### src/rtl/canfe_pkg.sv
package canfe_pkg;

    localparam int CFG_W     = 8;
    localparam int BIT_CLK   = 0;
    localparam int BIT_WMODE = 1;
    localparam int BIT_LOOP  = 2;

    typedef struct packed {
        logic loop_en;
        logic wake_mode;
        logic clk_src;
    } canfe_cfg_t;

    typedef enum logic [1:0] {
        WK_IDLE  = 2'd0,
        WK_ARMED = 2'd1,
        WK_COUNT = 2'd2,
        WK_FIRED = 2'd3
    } canfe_wk_state_t;

endpackage

### src/rtl/canfe_cfg_reg.sv
module canfe_cfg_reg
    import canfe_pkg::*;
(
    input  logic             clk,
    input  logic             rst_n,
    input  logic             sel,
    input  logic             wr,
    input  logic             unlock,
    input  logic [CFG_W-1:0] wdata,
    output logic [CFG_W-1:0] rdata,
    output canfe_cfg_t       cfg
);

    canfe_cfg_t cfg_q;
    logic       wr_ok;

    // writes land only while the controller sits in soft reset
    assign wr_ok = sel & wr & unlock;

    always_ff @(posedge clk or negedge rst_n) begin
        if (!rst_n) begin
            cfg_q <= '0;
        end else if (wr_ok) begin
            cfg_q.loop_en   <= wdata[BIT_LOOP];
            cfg_q.wake_mode <= wdata[BIT_WMODE];
            cfg_q.clk_src   <= wdata[BIT_CLK];
        end
    end

    always_comb begin
        rdata            = '0;
        rdata[BIT_LOOP]  = cfg_q.loop_en;
        rdata[BIT_WMODE] = cfg_q.wake_mode;
        rdata[BIT_CLK]   = cfg_q.clk_src;
    end

    assign cfg = cfg_q;

endmodule

### src/rtl/canfe_sync.sv
module canfe_sync #(
    parameter int STAGES    = 2,
    parameter bit RESET_VAL = 1'b1
) (
    input  logic clk,
    input  logic rst_n,
    input  logic d,
    output logic q
);

    logic [STAGES-1:0] chain;

    genvar gi;
    generate
        for (gi = 0; gi < STAGES; gi++) begin : g_stage
            if (gi == 0) begin : g_first
                always_ff @(posedge clk or negedge rst_n) begin
                    if (!rst_n) chain[gi] <= RESET_VAL;
                    else        chain[gi] <= d;
                end
            end else begin : g_next
                always_ff @(posedge clk or negedge rst_n) begin
                    if (!rst_n) chain[gi] <= RESET_VAL;
                    else        chain[gi] <= chain[gi-1];
                end
            end
        end
    endgenerate

    assign q = chain[STAGES-1];

endmodule

### src/rtl/canfe_bit_route.sv
module canfe_bit_route (
    input  logic loop_en,
    input  logic eng_tx,
    input  logic eng_ack_slot,
    input  logic rx_sync,
    output logic eng_rx,
    output logic can_tx
);

    always_comb begin
        if (loop_en) begin
            // pin held recessive, engine hears itself, ack slot forced dominant
            can_tx = 1'b1;
            eng_rx = eng_ack_slot ? 1'b0 : eng_tx;
        end else begin
            can_tx = eng_tx;
            eng_rx = rx_sync;
        end
    end

endmodule

### src/rtl/canfe_wake_fsm.sv
module canfe_wake_fsm
    import canfe_pkg::*;
#(
    parameter int DOM_MIN_CYCLES = 16,
    localparam int CNT_W = (DOM_MIN_CYCLES < 2) ? 1 : $clog2(DOM_MIN_CYCLES + 1)
) (
    input  logic clk,
    input  logic rst_n,
    input  logic sleep,
    input  logic wake_mode,
    input  logic bus_s,
    output logic wake_req
);

    localparam logic [CNT_W-1:0] CNT_LAST = CNT_W'(DOM_MIN_CYCLES - 1);

    canfe_wk_state_t st_q, st_d;
    logic            bus_prev_q;
    logic            fall;
    logic [CNT_W-1:0] cnt_q;

    assign fall = bus_prev_q & ~bus_s;

    always_ff @(posedge clk or negedge rst_n) begin
        if (!rst_n) bus_prev_q <= 1'b1;
        else        bus_prev_q <= bus_s;
    end

    // state register
    always_ff @(posedge clk or negedge rst_n) begin
        if (!rst_n) st_q <= WK_IDLE;
        else        st_q <= st_d;
    end

    // next state
    always_comb begin
        st_d = st_q;
        unique case (st_q)
            WK_IDLE: begin
                if (sleep) st_d = WK_ARMED;
            end
            WK_ARMED: begin
                if (!sleep) begin
                    st_d = WK_IDLE;
                end else if (fall) begin
                    if (!wake_mode || DOM_MIN_CYCLES <= 1) st_d = WK_FIRED;
                    else                                   st_d = WK_COUNT;
                end
            end
            WK_COUNT: begin
                if (!sleep)               st_d = WK_IDLE;
                else if (bus_s)           st_d = WK_ARMED;
                else if (cnt_q >= CNT_LAST) st_d = WK_FIRED;
            end
            WK_FIRED: begin
                if (!sleep) st_d = WK_IDLE;
            end
            default: st_d = WK_IDLE;
        endcase
    end

    // dominant-length counter: first dominant sample counts as one
    always_ff @(posedge clk or negedge rst_n) begin
        if (!rst_n) begin
            cnt_q <= '0;
        end else if (st_d == WK_COUNT) begin
            if (st_q == WK_COUNT) cnt_q <= cnt_q + 1'b1;
            else                  cnt_q <= CNT_W'(1);
        end else begin
            cnt_q <= '0;
        end
    end

    // outputs
    always_comb begin
        unique case (st_q)
            WK_FIRED: wake_req = 1'b1;
            default:  wake_req = 1'b0;
        endcase
    end

endmodule

### src/rtl/canfe_mode_ctl.sv
module canfe_mode_ctl
    import canfe_pkg::*;
#(
    parameter int DOM_MIN_CYCLES = 16,
    parameter int SYNC_STAGES    = 2
) (
    input  logic       clk,
    input  logic       rst_n,
    input  logic       cfg_sel,
    input  logic       cfg_wr,
    input  logic [7:0] cfg_wdata,
    output logic [7:0] cfg_rdata,
    input  logic       soft_rst,
    input  logic       eng_tx,
    input  logic       eng_ack_slot,
    output logic       eng_rx,
    output logic       can_tx,
    input  logic       can_rx,
    input  logic       sleep,
    output logic       wake_req,
    output logic       clk_sel
);

    canfe_cfg_t cfg;
    logic       rx_s;

    canfe_cfg_reg u_reg (
        .clk    (clk),
        .rst_n  (rst_n),
        .sel    (cfg_sel),
        .wr     (cfg_wr),
        .unlock (soft_rst),
        .wdata  (cfg_wdata),
        .rdata  (cfg_rdata),
        .cfg    (cfg)
    );

    canfe_sync #(.STAGES(SYNC_STAGES), .RESET_VAL(1'b1)) u_rx_sync (
        .clk   (clk),
        .rst_n (rst_n),
        .d     (can_rx),
        .q     (rx_s)
    );

    canfe_bit_route u_route (
        .loop_en      (cfg.loop_en),
        .eng_tx       (eng_tx),
        .eng_ack_slot (eng_ack_slot),
        .rx_sync      (rx_s),
        .eng_rx       (eng_rx),
        .can_tx       (can_tx)
    );

    canfe_wake_fsm #(.DOM_MIN_CYCLES(DOM_MIN_CYCLES)) u_wake (
        .clk       (clk),
        .rst_n     (rst_n),
        .sleep     (sleep),
        .wake_mode (cfg.wake_mode),
        .bus_s     (rx_s),
        .wake_req  (wake_req)
    );

    assign clk_sel = cfg.clk_src;

endmodule

### config.mk
export PLATFORM = sky130hd
export DESIGN_NAME = canfe_mode_ctl
export DESIGN_NICKNAME = d
export VERILOG_FILES = /design/src/rtl/canfe_pkg.sv /design/src/rtl/canfe_cfg_reg.sv /design/src/rtl/canfe_sync.sv /design/src/rtl/canfe_bit_route.sv /design/src/rtl/canfe_wake_fsm.sv /design/src/rtl/canfe_mode_ctl.sv
export SDC_FILE = /design/constraint.sdc
export NUM_CORES = 1
export LEC_CHECK = 0
export BUFFER_PORTS_ARGS = -buffer_cell sky130_fd_sc_hd__buf_2
export CAP_MARGIN = 30
export CELL_PAD_IN_SITES_DETAIL_PLACEMENT = 2
export CELL_PAD_IN_SITES_GLOBAL_PLACEMENT = 2
export CORE_MARGIN = 2
export CORE_UTILIZATION = 24
export DETAILED_ROUTE_END_ITERATION = 8
export PLACE_DENSITY = 0.72
export SLEW_MARGIN = 20
export SYNTH_ARGS = -nofsm -noshare
export SYNTH_HDL_FRONTEND = slang
export SYNTH_SLANG_ARGS = --single-unit
### constraint.sdc
create_clock -name clk -period 1.6 [get_ports clk]
set_input_delay 0.32 -clock clk [delete_from_list [all_inputs] [get_ports clk]]
set_output_delay 0.32 -clock clk [all_outputs]
set_load 0.02 [all_outputs]
# [Word-level counts from Yosys, hierarchy flattened]
# Index checks and enable logic that the tools add are counted.
[totals] output_inout_bits=12 elab_cells=34 regBits=13 inputBits=17
[op_classes] reduce_logical=1 n_eq_ne=4 magnitude_cmp=1 muxes=15 n_addsub=1 bitwise=4
[ops] op="2-bit 2-to-1 mux" n=7
[ops] op="5-bit 2-to-1 mux" n=2
[ops] op="2-bit one-hot mux with 4 select lines" n=1
[ops] op="2-bit == test, second input constant" n=3
[ops] op="5-bit by 1-bit adder with 5-bit output, second input constant" n=1
[ops] op="5-bit by 4-bit >= comparator with 1-bit output, second input constant" n=1
[ops] op="1-bit 2-to-1 mux" n=5
[ops] op="1-bit bitwise AND" n=3
[ops] op="2-bit by 1-bit == test with 1-bit output, second input constant" n=1
[ops] op="2-bit logical NOT" n=1
[ops] op="1-bit NOT" n=1

# [Depth between registers and ports, before layout]
[logic_depth] ltp_word=7 ltp_mapped=6 ltp_nobuf=6

# [By module]
# A second synthesis with hierarchy kept.
[unflattened] hier_cells=58 area_unflattened_um2=654.4
[modules_own_cells] module="canfe_wake_fsm" seq_area_each_um2=201.4 cells_per_inst=36 instances=1 area_per_inst_um2=399.1
[modules_own_cells] module="canfe_cfg_reg" seq_area_each_um2=75.1 cells_per_inst=16 instances=1 area_per_inst_um2=182.7
[modules_own_cells] module="canfe_sync" seq_area_each_um2=52.6 cells_per_inst=2 instances=1 area_per_inst_um2=52.6
[modules_own_cells] module="canfe_bit_route" seq_area_each_um2=0.0 cells_per_inst=4 instances=1 area_per_inst_um2=20.0

# [Worst setup path before layout]
# Ideal clock, no wire load.
[synth_path] kind="reg2reg" startpoint="register u_wake.cnt_q[0]" endpoint="register u_wake.cnt_q[2]" setup_time_ps=101 path_buffers=0 stages_incl_launch_ff=7 path_slack_ps=-81 arrival_ps=1580 synth_period_minus_slack_ps=1681 required_time_ps=1499 path_cell_list="dfrtp_1 ha_1 and3_1 ha_1 nor4_4 a21oi_2 nor4_1"
[synth_via] elab_chain_len=7 word_cells_on_any_way=9 classes_between="add/sub: 1; order compare: 1; eq/ne: 1; mux: 6"
[synth_lines] item="start: declaration" line="canfe_wake_fsm.sv:20" text="logic [CNT_W-1:0] cnt_q;"
[synth_lines] item="start signal: assignment" line="canfe_wake_fsm.sv:67" text="if (st_q == WK_COUNT) cnt_q <= cnt_q + 1'b1;"
[synth_lines] item="5-bit by 4-bit >= comparator with 1-bit output" line="canfe_wake_fsm.sv:53" text="else if (cnt_q >= CNT_LAST) st_d = WK_FIRED;"
[synth_lines] item="2-bit 2-to-1 mux" line="canfe_wake_fsm.sv:53"
[synth_lines] item="2-bit 2-to-1 mux" line="canfe_wake_fsm.sv:52" text="else if (bus_s) st_d = WK_ARMED;"
[synth_lines] item="2-bit 2-to-1 mux" line="canfe_wake_fsm.sv:51" text="if (!sleep) st_d = WK_IDLE;"
[synth_lines] item="2-bit one-hot mux with 4 select lines" line="canfe_wake_fsm.sv:38" text="unique case (st_q)"
[synth_lines] item="net u_wake.st_d[0]" line="canfe_wake_fsm.sv:17" text="canfe_wk_state_t st_q, st_d;"
[synth_lines] item="2-bit == test" line="canfe_wake_fsm.sv:66" text="end else if (st_d == WK_COUNT) begin"
[synth_lines] item="5-bit 2-to-1 mux" line="canfe_wake_fsm.sv:66"
# The timed path passes the listed nets, and every way through them passes these cells.
# A chain may end at the register's enable or synchronous reset.

# [Final worst setup path]
[layout_path] startpoint="register u_wake.cnt_q[1]" endpoint="register u_wake.cnt_q[4]"
# The elaborated chain is that of the path after synthesis.

==> results.py <==
metrics = {
    "outcome": {
        "status": "finished clean",
    },
    "clock_tree": {
        "htree_levels": 1,
        "cts_buffers": 3,
        "clock_latency_ns": 0.27,
        "cts_root_buffer": "clkbuf_4",
        "cts.sinks": 13,
        "tritoncts": "built",
        "clk_pin_slew_worst_paths_ns": 0.08,
        "clockBufferDepth": 2,
    },
    "grt": {
        "antenna_found_initial": 0,
        "grt_pass1_wl_mm": 2.48,
        "grt_max_degree": 14,
        "overflow": 0,
        "groute.usage.overall": 0.103,
        "grt_pass1_vias": 541,
    },
    "detailed_routing": {
        "dr.pass1.iters": 2,
        "vias": 500,
        "routedWlPerCell_um": 14.3,
        "drc": 0,
        "viasPerCell": 4.39,
        "routed_wl_mm": 1.63,
        "first_iter_violations": 3,
        "drtAntennaViolNets": 0,
    },
    "cells_and_area": {
        "fill_cells": 288,
        "drive_gt1_frac": 0.571,
        "nNetsFinal": 104,
        "diodes": 0,
        "syn_to_final_growth_pct": 38.7,
    },
    "synthesis": {
        "ys_top_cells_by_area": "dfrtp_1, dfstp_2, buf_4",
        "syn_inst": 56,
        "yosysTopAreaCell": "dfrtp_1",
        "synth-seq-area-share": 0.509,
        "muxShareOfSynthArea": 0.0522,
        "yosysMostFrequentCell": "dfrtp_1",
        "synthAdderAreaFrac": 0.0387,
        "yosys.area_share.simple": 0.159,
        "yosys.cell_types.count": 26,
        "synth_xor_area_frac": 0.0271,
        "synth_seq_cells": 13,
        "synth_top_area_frac": 0.387,
        "synth_common_cells": "dfrtp_1, buf_4, inv_1",
        "synth_edf_count": 0,
        "synthArstFlopShare": 1.00,
        "yosysWarnings": 0,
        "syn_avg_cell_area_um2": 11.6,
        "synthFlopType": "dfrtp_1",
        "synth-compound-area-share": 0.0812,
        "syn_area_um2": 647,
        "synth_top_family_by_area": "simple AND/OR/NAND/NOR gates",
    },
    "floorplan": {
        "io_pins": 29,
        "die_h_um": 55.9,
        "core_area_um2": 2520,
        "std_cell_rows": 18,
        "die-area_um2": 3130,
        "die_x_um": 55.9,
        "start_util": 0.256,
    },
    "timing": {
        "period_needed_ns": 1.58,
        "period_share": 0.987,
        "finClkSkew_ns": 0.00257,
        "slew_violations": 0,
        "setup_viol": 0,
        "rsz0062_at_grt": "yes",
        "setup-tns-final_ns": 0,
        "hold_viol_final": 0,
        "fmax_mhz": 633,
    },
    "min_path": {
        "hold_class": "input pin to flop",
        "min_to": "u_rx_sync.chain[0]",
        "hold-path-cell-count": 1,
        "holdCritStartpoint": "can_rx",
    },
    "critical_path": {
        "rr_worst_depth": 6,
        "cp-start-kind": "flop",
        "cp-end-kind": "flop",
        "timing.rr.end": "u_wake.cnt_q[4]",
        "crit_chain": "ha_2 -> and3_4 -> ha_4 -> nor4_4 -> a21oi_4 -> nor4_2",
        "cp_slowest_cell": "dfrtp_1",
        "r2r_slack_ns": 0.02,
        "cp_slowest_stage_delay_ns": 0.39,
        "arrival_ns": 1.75,
        "critPathRequiredTime_ns": 1.77,
        "critPathKind": "flop to flop",
        "rr_startpoint": "u_wake.cnt_q[1]",
        "cp_max_fo": 6,
    },
    "flow_run": {
        "cap_viol_max_count": 0,
    },
    "power_and_ir_drop": {
        "p_total_mw": 0.726,
        "powerDensity_nw_per_um2": 809,
        "total_leakage_power_nw": 0.412,
        "max-vdd-ir-drop_mv": 0.244,
    },
    "placed_design": {
        "hpwl_mm": 1.12,
        "gp_congestion": 0.748,
        "numPortBuffers": 18,
    },
}
[flip-flops by register name (all words and copies together), names as in the netlist]
name,flops
u_wake.st_q,2
u_wake.bus_prev_q,1
u_reg.cfg,3
u_rx_sync.q,1
u_rx_sync.chain,1
u_wake.cnt_q,5
[cells by family (layout without fill, tap and decap cells)]
family | Yosys count | after routing
and+or+nand+nor | 15 | 15
buffers and inverters | 14 | 38
DFF | 13 | 13
AOI/OAI and AO/OA | 6 | 6
muxes | 3 | 3
adders and majority gates | 2 | 2
xor gates and xnor gates | 2 | 2
other | 1 | 5
[layer usage]
layer	track usage	wire length (um)	vias to the layer above
li1	-	-	237
met1	0.130	750	244
met2	0.170	785	15
met3	0.0163	63	4
met4	0.0510	30	0
met5	0	0	-
[through the flow]
step	util	area (um^2)	setup WS, ns	cells	hold slack, ns
final	0.356	897	0.0211	114	0.147
after global routing	0.356	897	-0.0983	114	0.121
after CTS	0.326	823	-0.0181	111	0.135
after detailed placement	0.303	764	-0.0244	104	0.221
after global placement	0.303	764	0.0332	104	0.221
after floorplan	-	667	0.0974	60	0.0244
[how the worst max path moves through the flow]
stage / cells after the start / from / endpoint
final: 6 / u_wake.cnt_q[1] / u_wake.cnt_q[4]
after global routing: 6 / u_wake.cnt_q[1] / u_wake.cnt_q[1]
after CTS: 6 / u_wake.cnt_q[1] / u_wake.cnt_q[0]
after detailed placement: 6 / u_wake.cnt_q[1] / u_wake.cnt_q[1]
after global placement: 6 / u_wake.cnt_q[1] / u_wake.cnt_q[1]
after floorplan: 6 / u_wake.cnt_q[0] / u_wake.cnt_q[1]
[critical path, delay by kind of cell (launching register included)]
kind	cells	cell delay, ns
simple gates	3	0.60
flops	1	0.39
fa+ha+maj	2	0.35
compound gates	1	0.14
[timing repair]
action                     CTS  global route
setup endpoints to repair    4             5
setup buffers                2             3
hold endpoints to repair    10             0
pin swaps                    1             0
gates resized for setup      1             8
hold buffers                 1             0
[cell type report]
type                    count  area [um^2]  share of cell area
well taps                  30         37.5              0.0418
repair buffers             28          168               0.187
clock inverters             1         5.00             0.00558
clock buffers               3         22.5              0.0251
flip-flops and latches     13          329               0.367
multi-input cells          33          313               0.349
inverters                   6         22.5              0.0251
[layout by cell type (no fill, tap or decap), types with 2 or more instances in the layout]
master,count
clkbuf_4,3
nand2_1,2
nand3_1,2
dfrtp_1,10
dfstp_2,3
conb_1,5
nor4_2,4
inv_1,6
mux2_1,2
buf_2,18
buf_4,9
[report_power, final]
part | leakage, nW | total (mW) | internal [mW] | switching (mW)
clock network | 0.0177 | 0.199 | 0.0923 | 0.106
logic | 0.232 | 0.155 | 0.0578 | 0.0968
registers | 0.162 | 0.372 | 0.353 | 0.0190
total | 0.412 | 0.726 | 0.503 | 0.222
(Power assumes the default switching activity.)
